$ cat config.mk
export PLATFORM = sky130hd
export DESIGN_NAME = ckdiv_top
export DESIGN_NICKNAME = d
export VERILOG_FILES = /design/src/rtl/ckdiv_pkg.sv /design/src/rtl/ckdiv_regs.sv /design/src/rtl/ckdiv_prediv.sv /design/src/rtl/ckdiv_intdiv.sv /design/src/rtl/ckdiv_top.sv
export SDC_FILE = /design/constraint.sdc
export NUM_CORES = 1
export LEC_CHECK = 0
export BUFFER_PORTS_ARGS = -buffer_cell sky130_fd_sc_hd__buf_2
export CAP_MARGIN = 15
export CORE_MARGIN = 8
export CORE_UTILIZATION = 55
export DETAILED_ROUTE_END_ITERATION = 6
export GPL_TIMING_DRIVEN = 0
export PLACE_DENSITY_LB_ADDON = 0.12
export SLEW_MARGIN = 20
export SYNTH_ARGS = -nofsm -noshare
export SYNTH_HDL_FRONTEND = slang
export SYNTH_HIERARCHICAL = 1
export SYNTH_SLANG_ARGS = --single-unit
$ cat constraint.sdc
create_clock -name clk -period 10.1 [get_ports clk]
set_input_delay 2.02 -clock clk [delete_from_list [all_inputs] [get_ports clk]]
set_output_delay 2.02 -clock clk [all_outputs]
set_load 0.05 [all_outputs]
$ cat src/rtl/ckdiv_pkg.sv
package ckdiv_pkg;
  localparam int DIV_W    = 7;
  localparam int PD_W     = 2;
  localparam int NUM_SRC  = 3;
  localparam int WORD_W   = 32;
  localparam int PD_LSB   = 8;
  localparam int PSEL_BIT = 13;
  localparam int ESEL_BIT = 14;
  localparam int EN_BIT   = 15;
  localparam int MIN_DIV  = 2;

  typedef struct packed {
    logic            en;
    logic            esel;
    logic            psel;
    logic [PD_W-1:0] pd;
    logic [DIV_W-1:0] div;
  } cfg_t;

  function automatic cfg_t word_to_cfg(input logic [WORD_W-1:0] w);
    cfg_t c;
    c.en   = w[EN_BIT];
    c.esel = w[ESEL_BIT];
    c.psel = w[PSEL_BIT];
    c.pd   = w[PD_LSB +: PD_W];
    c.div  = w[DIV_W-1:0];
    return c;
  endfunction

  function automatic logic [WORD_W-1:0] cfg_to_word(input cfg_t c);
    logic [WORD_W-1:0] w;
    w = '0;
    w[EN_BIT]            = c.en;
    w[ESEL_BIT]          = c.esel;
    w[PSEL_BIT]          = c.psel;
    w[PD_LSB +: PD_W]    = c.pd;
    w[DIV_W-1:0]         = c.div;
    return w;
  endfunction

  function automatic logic cfg_legal(input cfg_t c);
    return (c.div >= DIV_W'(MIN_DIV)) && (c.pd != '0);
  endfunction
endpackage

$ cat src/rtl/ckdiv_regs.sv
module ckdiv_regs
  import ckdiv_pkg::*;
(
  input  logic              clk,
  input  logic              rst_n,
  input  logic              unlock,
  input  logic              wr_en,
  input  logic [WORD_W-1:0] wr_data,
  output logic [WORD_W-1:0] rdata,
  output cfg_t              cfg,
  output logic              load,
  output logic              armed
);
  cfg_t ctl_q;
  logic armed_q, load_q;
  cfg_t wr_cfg;

  assign wr_cfg = word_to_cfg(wr_data);

  always_ff @(posedge clk) begin
    if (!rst_n) begin
      armed_q <= 1'b0;
      ctl_q   <= '0;
      load_q  <= 1'b0;
    end else begin
      if (unlock)     armed_q <= 1'b1;
      else if (wr_en) armed_q <= 1'b0;
      if (wr_en && armed_q && cfg_legal(wr_cfg)) begin
        ctl_q  <= wr_cfg;
        load_q <= 1'b1;
      end else begin
        load_q <= 1'b0;
      end
    end
  end

  assign rdata = cfg_to_word(ctl_q);
  assign cfg   = ctl_q;
  assign load  = load_q;
  assign armed = armed_q;
endmodule

$ cat src/rtl/ckdiv_prediv.sv
module ckdiv_prediv
  import ckdiv_pkg::*;
(
  input  logic            clk,
  input  logic            rst_n,
  input  logic            clr,
  input  logic            tick_in,
  input  logic [PD_W-1:0] code,
  output logic            ptick
);
  logic [1:0] ph_q;
  logic [1:0] last;
  logic       alt_q;

  // last phase index: ratio 2 -> 1, ratio 3 -> 2, ratio 2.5 alternates
  always_comb begin
    case (code)
      2'd1:    last = 2'd1;
      2'd3:    last = 2'd2;
      default: last = alt_q ? 2'd2 : 2'd1;
    endcase
  end

  assign ptick = tick_in && (ph_q == last);

  always_ff @(posedge clk) begin
    if (!rst_n || clr) begin
      ph_q  <= '0;
      alt_q <= 1'b0;
    end else if (tick_in) begin
      if (ph_q == last) begin
        ph_q  <= '0;
        alt_q <= ~alt_q;
      end else begin
        ph_q <= ph_q + 2'd1;
      end
    end
  end
endmodule

$ cat src/rtl/ckdiv_intdiv.sv
module ckdiv_intdiv #(
  parameter int W = 7
) (
  input  logic         clk,
  input  logic         rst_n,
  input  logic         clr,
  input  logic         ptick,
  input  logic [W-1:0] div,
  output logic         out_q,
  output logic         wrap
);
  logic [W-1:0] cnt_q, cnt_n, lo_len;

  assign lo_len = div >> 1;
  assign wrap   = ptick && (cnt_q == div - W'(1));

  always_comb begin
    cnt_n = cnt_q;
    if (ptick) cnt_n = wrap ? '0 : cnt_q + W'(1);
  end

  always_ff @(posedge clk) begin
    if (!rst_n || clr) begin
      cnt_q <= '0;
      out_q <= 1'b0;
    end else begin
      cnt_q <= cnt_n;
      out_q <= (cnt_n >= lo_len);
    end
  end
endmodule

$ cat src/rtl/ckdiv_top.sv
module ckdiv_top
  import ckdiv_pkg::*;
(
  input  logic               clk,
  input  logic               rst_n,
  input  logic [NUM_SRC-1:0] src_tick,
  input  logic               unlock,
  input  logic               wr_en,
  input  logic [WORD_W-1:0]  wr_data,
  output logic [WORD_W-1:0]  ctl_rdata,
  output logic               clk_out
);
  cfg_t cfg, act_q;
  logic load, armed, pend_q, hold_q, apply, run, clr;
  logic sel_tick, ptick, wrap, act_en;

  ckdiv_regs u_regs (
    .clk(clk), .rst_n(rst_n), .unlock(unlock), .wr_en(wr_en),
    .wr_data(wr_data), .rdata(ctl_rdata), .cfg(cfg), .load(load),
    .armed(armed)
  );

  always_comb begin
    if (!act_q.esel)     sel_tick = src_tick[0];
    else if (!act_q.psel) sel_tick = src_tick[1];
    else                 sel_tick = src_tick[2];
  end

  assign act_en = act_q.en;
  assign run    = act_q.en && !hold_q;
  assign clr    = !run;
  assign apply  = pend_q && (!act_q.en || wrap);

  ckdiv_prediv u_pre (
    .clk(clk), .rst_n(rst_n), .clr(clr), .tick_in(sel_tick),
    .code(act_q.pd), .ptick(ptick)
  );

  ckdiv_intdiv #(.W(DIV_W)) u_int (
    .clk(clk), .rst_n(rst_n), .clr(clr), .ptick(ptick),
    .div(act_q.div), .out_q(clk_out), .wrap(wrap)
  );

  always_ff @(posedge clk) begin
    if (!rst_n) begin
      act_q  <= '0;
      pend_q <= 1'b0;
      hold_q <= 1'b0;
    end else begin
      hold_q <= apply;
      if (apply)     act_q <= cfg;
      if (apply)     pend_q <= 1'b0;
      else if (load) pend_q <= 1'b1;
    end
  end
endmodule

* After elaboration in Yosys (flattened, before gate mapping)
Index checks and enable logic that the tools add are counted.
Operators by class: add/sub/neg operators 3, bitwise operators 2, reduce and logical (&&, ||, !) cells 17, $lt $le $gt $ge 2, equality and inequality tests 4, muxes and demuxes 10
Operators by type and width (number):
- $mux W7 | 2
- $add A7 B1 Y7 const B | 1
- $eq A7 B7 Y1 | 1
- $ge A7 B2 Y1 const B | 1
- $ge A7 B6 Y1 | 1
- $logic_and A1 B1 Y1 | 7
- $sub A7 B1 Y7 const B | 1
- $mux W1 | 5
- $logic_not A1 Y1 | 4
- $mux W2 | 2
- $pmux W2 S2 | 1
- $reduce_bool A2 Y1 | 2
- $add A2 B1 Y2 const B | 1
- $eq A2 B1 Y1 const B | 1
- $eq A2 B2 Y1 | 1
- $eq A2 B2 Y1 const B | 1
- $logic_or A1 B1 Y1 | 2
- $not A1 Y1 | 2
- $reduce_and A2 Y1 | 1
- $reduce_or A2 Y1 | 1
Word-level totals: register bits after elaboration 39, output and inout bits 33, input port bits 39, word-level logic and storage cells 56

* Depth between registers and ports, before layout
depth after elaboration 8, mapped depth 15, gate-level depth less buffers 13

* Hierarchy
Netlist, hierarchy kept.
By module, submodules not included:
- ckdiv_regs | cells each 93, area an instance 780.7 um2, sequential area each 280.3 um2, times used 1
- ckdiv_intdiv | cells each 90, area an instance 725.7 um2, sequential area each 160.2 um2, times used 1
- ckdiv_top | cells each 64, area an instance 598.1 um2, sequential area each 280.3 um2, times used 1
- ckdiv_prediv | cells each 19, area an instance 187.7 um2, sequential area each 60.1 um2, times used 1

* Worst setup path before layout
Ideal clock, no wire load.
path type in2reg, start point in src_tick[2], end point reg u_int.out_q, stages 15, required time 9976 ps, arrival time 4478 ps, slack 5498 ps, path buffers 2, library setup time 124 ps, cell sequence mux2i_1 > a21oi_1 > nand3b_1 > mux2i_4 > clkdlybuf4s15_1 > o2111ai_1 > a211oi_4 > buf_6 > nor2_1 > ha_1 > a21o_1 > a21oi_1 > o31ai_1 > o21ai_0 > a21oi_1
Between the ends: longest elaborated chain between the ends 7
RTL lines:
- start: declaration | line ckdiv_top.sv:6 | input logic [NUM_SRC-1:0] src_tick,
- $mux W1 | line ckdiv_top.sv:25 | else if (!act_q.psel) sel_tick = src_tick[1];
- $mux W1 | line ckdiv_top.sv:24 | if (!act_q.esel) sel_tick = src_tick[0];
- named net sel_tick | line ckdiv_top.sv:15 | logic sel_tick, ptick, wrap, act_en;
- $logic_and A1 B1 Y1 | line ckdiv_prediv.sv:24 | assign ptick = tick_in && (ph_q == last);
- named net ptick | line ckdiv_top.sv:15
- $logic_and A1 B1 Y1 | line ckdiv_intdiv.sv:15 | assign wrap = ptick && (cnt_q == div - W'(1));
- named net wrap | line ckdiv_top.sv:15
- $mux W7 (2 in series) | line ckdiv_intdiv.sv:19 | if (ptick) cnt_n = wrap ? '0 : cnt_q + W'(1);
- named net u_int.cnt_n[4] | line ckdiv_intdiv.sv:12 | logic [W-1:0] cnt_q, cnt_n, lo_len;
- $ge A7 B6 Y1 | line ckdiv_intdiv.sv:28 | out_q <= (cnt_n >= lo_len);
- end signal: assignment | line ckdiv_intdiv.sv:28
- end: declaration | line ckdiv_intdiv.sv:9 | output logic out_q,
The timed path passes the listed nets, and every way through them passes these cells. A chain may end at the register's enable or synchronous reset.

* Worst setup path in the final report
Ends and elaborated chain as after synthesis.

==> impl_results.md <==
- Status: completed
- Slew Viols, Final: 0
- Post-synth EDFFs: 0
- Main combinational cell family by area after synthesis: simple AND/OR/NAND/NOR gates
- Mux contribution to synthesized area: 10.37%
- Clock Path Buffers: 2
- Number of distinct library cells after synthesis: 43
- Max-cap violations: 0
- Iteration-0 DRC Markers: 71
- Final GP Congestion: 0.8713
- Post-cts sizing count: 0
- FF/Latch Area: 780.7 sq um
- Clock Sinks: 39
- Area grow syn2layout: 16.16%
- Row cnt: 23
- Power Dens Cells: 115.5 nW/um^2
- Comb power frac: 15.4%
- Number of global-route vias before repair: 1782
- Crit path kind: primary input to register
- XOR/XNOR Fraction of Synth Area: 5.349%
- Async SR Flop Fraction: 0%
- Fillers: 370
- Core ar.: 4000 sq um
- Mapped Cells: 266
- Clk pwr share: 33.3%
- Clk Latency, worst-skew pair: 0.29 ns
- Ys Warns: 6
- Placed cell area: 2581 sq um
- Sequential share of power: 51.2%
- Req. time, crit path: 10.27 ns
- Hold Path Class: register to register
- RSZ-0062 raised after global routing: no
- Final ANT Viol Nets: 0
- Initial Util: 57.30%
- Syn Std Cell Area: 2292 sq um
- Seq cells post-synth: 39
- Peak VDD IR: 0.0001066 V
- TritonRoute pass-1 iters: 4
- Internal: 0.2196 mW
- H-Tree Depth: 2
- Syn_area_per_cell: 8.617 sq um
- Critical path capture point type: register
- # hold bufs at CTS: 0
- Clk root buf: clkbuf_8
- FMAX: 202.5 MHz
- TritonCTS Buffers: 5
- Hold WS: 0.4575 ns
- Most frequent cells in the layout: nand2_1 (47), dfxtp_1 (39), buf_2 (34)
- Clk slew on worst S/H paths: 0.07 ns
- Top_reg_cell synth: dfxtp_1
- Setup TNS: 0 ns
- Crit start category: primary input
- Ant diodes: 0
- Min Tclk post-route: 4.938 ns
- Die height: 80.56 microns
- Via/cell ratio: 4.882
- Sequential area share after synthesis: 34.06%
- WL per Instance: 12.56 microns
- Via count: 1826
- Commonest non-fill, non-tap cell in the layout: nand2_1
- Fin crit share: 48.90%
- Initial antenna violation count: 0
- Multi-input logic area: 1234 sq um
- Detailed placement HPWL: 3736 microns
- Post-route DRC: 0
- Post-synthesis adder-cell area fraction: 4.367%
- Die area: 6489 sq um
- Post-synthesis compound-gate area fraction: 10.15%
- Die Span X: 80.56 microns
- Final Hold Fails: 0
- Wirelength, routed: 4698 microns
- Switching power: 0.08792 mW
- CP Max Fanout: 11
- Layout cells sized above 1: 24.69%
- Post-CTS Setup Inserts: 0
- GRT Total Usage: 15.29%
- Design Area, Final: 2663 sq um
- Total gr overflow: 0
- Largest net degree at the start of global routing: 12
- Sw Ratio: 28.59%
- Final setup viols: 0
- IO Port Bufs: 31
- Final nets: 370
- First-pass GRT wire length: 7941 microns
- Fin Clk Skew: 0.006032 ns
- I/O pin count: 72
- CTS tree: built
- Post-Synth Simple-Gate Area: 20.31%
- Static leakage: 1.136 nW
- WP data arrival: 5.11 ns
-- cells in the mapped netlist (all sizes together) (3+ instances only) --
cell	n	area, sq um
a211oi	3	35.03
a21oi	7	35.03
buf	38	297.8
clkbuf	3	11.26
dfxtp	39	780.8
ha	8	100.1
inv	8	30.03
mux2i	21	222.7
nand2	47	176.4
nand2b	8	50.05
nand3	9	45.04
nand3b	3	22.52
nand4	3	18.77
nor2	14	52.55
nor2b	5	31.28
nor3	6	30.03
o21a	3	22.52
o21ai	8	40.04
xnor2	7	61.31
xor2	7	61.31
-- cell type report --
type | instances | share of cell area (%)
multi-input combinational | 196 | 46.33
sequential | 39 | 29.32
buffer | 42 | 11.98
timing repair buffer | 31 | 5.827
clock buffer | 7 | 2.867
tap | 50 | 2.350
inverter | 8 | 1.128
clock inverter | 1 | 0.1880
-- metal layers --
metal  GRT usage, %  vias to the layer above  part of all wire (%)
met5              0                        -                     0
met3          5.022                        5                   5.3
met1          17.84                      836                    46
met4          5.818                        0                   1.4
met2          25.18                       36                    47
li1               -                      949                     -
-- worst max-delay path: stages --
cell             delay (ns)
buf_2                  0.07
mux2i_1                0.05
a21oi_1                0.35
nand3b_1               0.21
mux2i_4                0.20
clkdlybuf4s15_1        0.36
o2111ai_1              0.26
a211oi_4               0.29
buf_6                  0.19
nor2_1                 0.05
ha_1                   0.29
a21o_1                 0.16
a21oi_1                0.16
o31ai_1                0.13
o21ai_0                0.25
a21oi_1                0.07
-- flip-flops by register name, indices dropped and copies added (netlist names) --
register / count
u_regs/cfg: 12
act_q: 11
u_int/cnt_q: 7
u_pre/ph_q: 2
act_en: 1
hold_q: 1
pend_q: 1
u_int/out_q: 1
u_pre/alt_q: 1
u_regs/armed: 1
u_regs/load: 1
-- through the flow --
step / power [mW] / cells / worst slack (ns) / utilization, %
global route: 0.3201 / 374 / 4.877 / 66.56
finish: 0.3075 / 374 / 5.162 / 66.56
floorplan: 0.2004 / 285 / 5.498 / -
detailed placement: 0.2083 / 366 / 4.902 / 64.53
global placement: 0.2080 / 366 / 4.944 / 64.53
CTS: 0.3087 / 374 / 5.178 / 66.56
-- power by group through the flow --
| stage | logic [mW] | registers (mW) | clock network [mW] |
|---|---|---|---|
| after detailed placement | 0.0471 | 0.161 | 0 |
| after global routing | 0.0504 | 0.158 | 0.112 |
| after CTS | 0.0472 | 0.158 | 0.104 |
| final | 0.0475 | 0.158 | 0.102 |
| after global placement | 0.0469 | 0.161 | 0 |
| after floorplan | 0.0398 | 0.161 | 0 |
-- cells by family (layout without fill, tap and decap cells) --
logic type | Yosys count | after routing
xor gates and xnor gates | 14 | 14
muxes | 22 | 22
and+or+nand+nor | 100 | 100
adders and majority gates | 8 | 8
buffers and inverters | 50 | 89
other | 1 | 20
DFF | 39 | 39
AOI/OAI and AO/OA | 32 | 32
-- worst paths after layout --
| check | from | end | slack [ns] | cells past startpoint |
|---|---|---|---|---|
| setup / recovery | src_tick[2] | u_int/out_q | 5.16 | 16 |
| hold / removal | u_regs/load | pend_q | 0.46 | 2 |
| hold reg to reg | u_regs/load | pend_q | 0.46 | 2 |
| setup reg to reg | act_q[9] | u_int/out_q | 6.58 | 15 |
No activity file was read; power rests on OpenSTA's default activity.
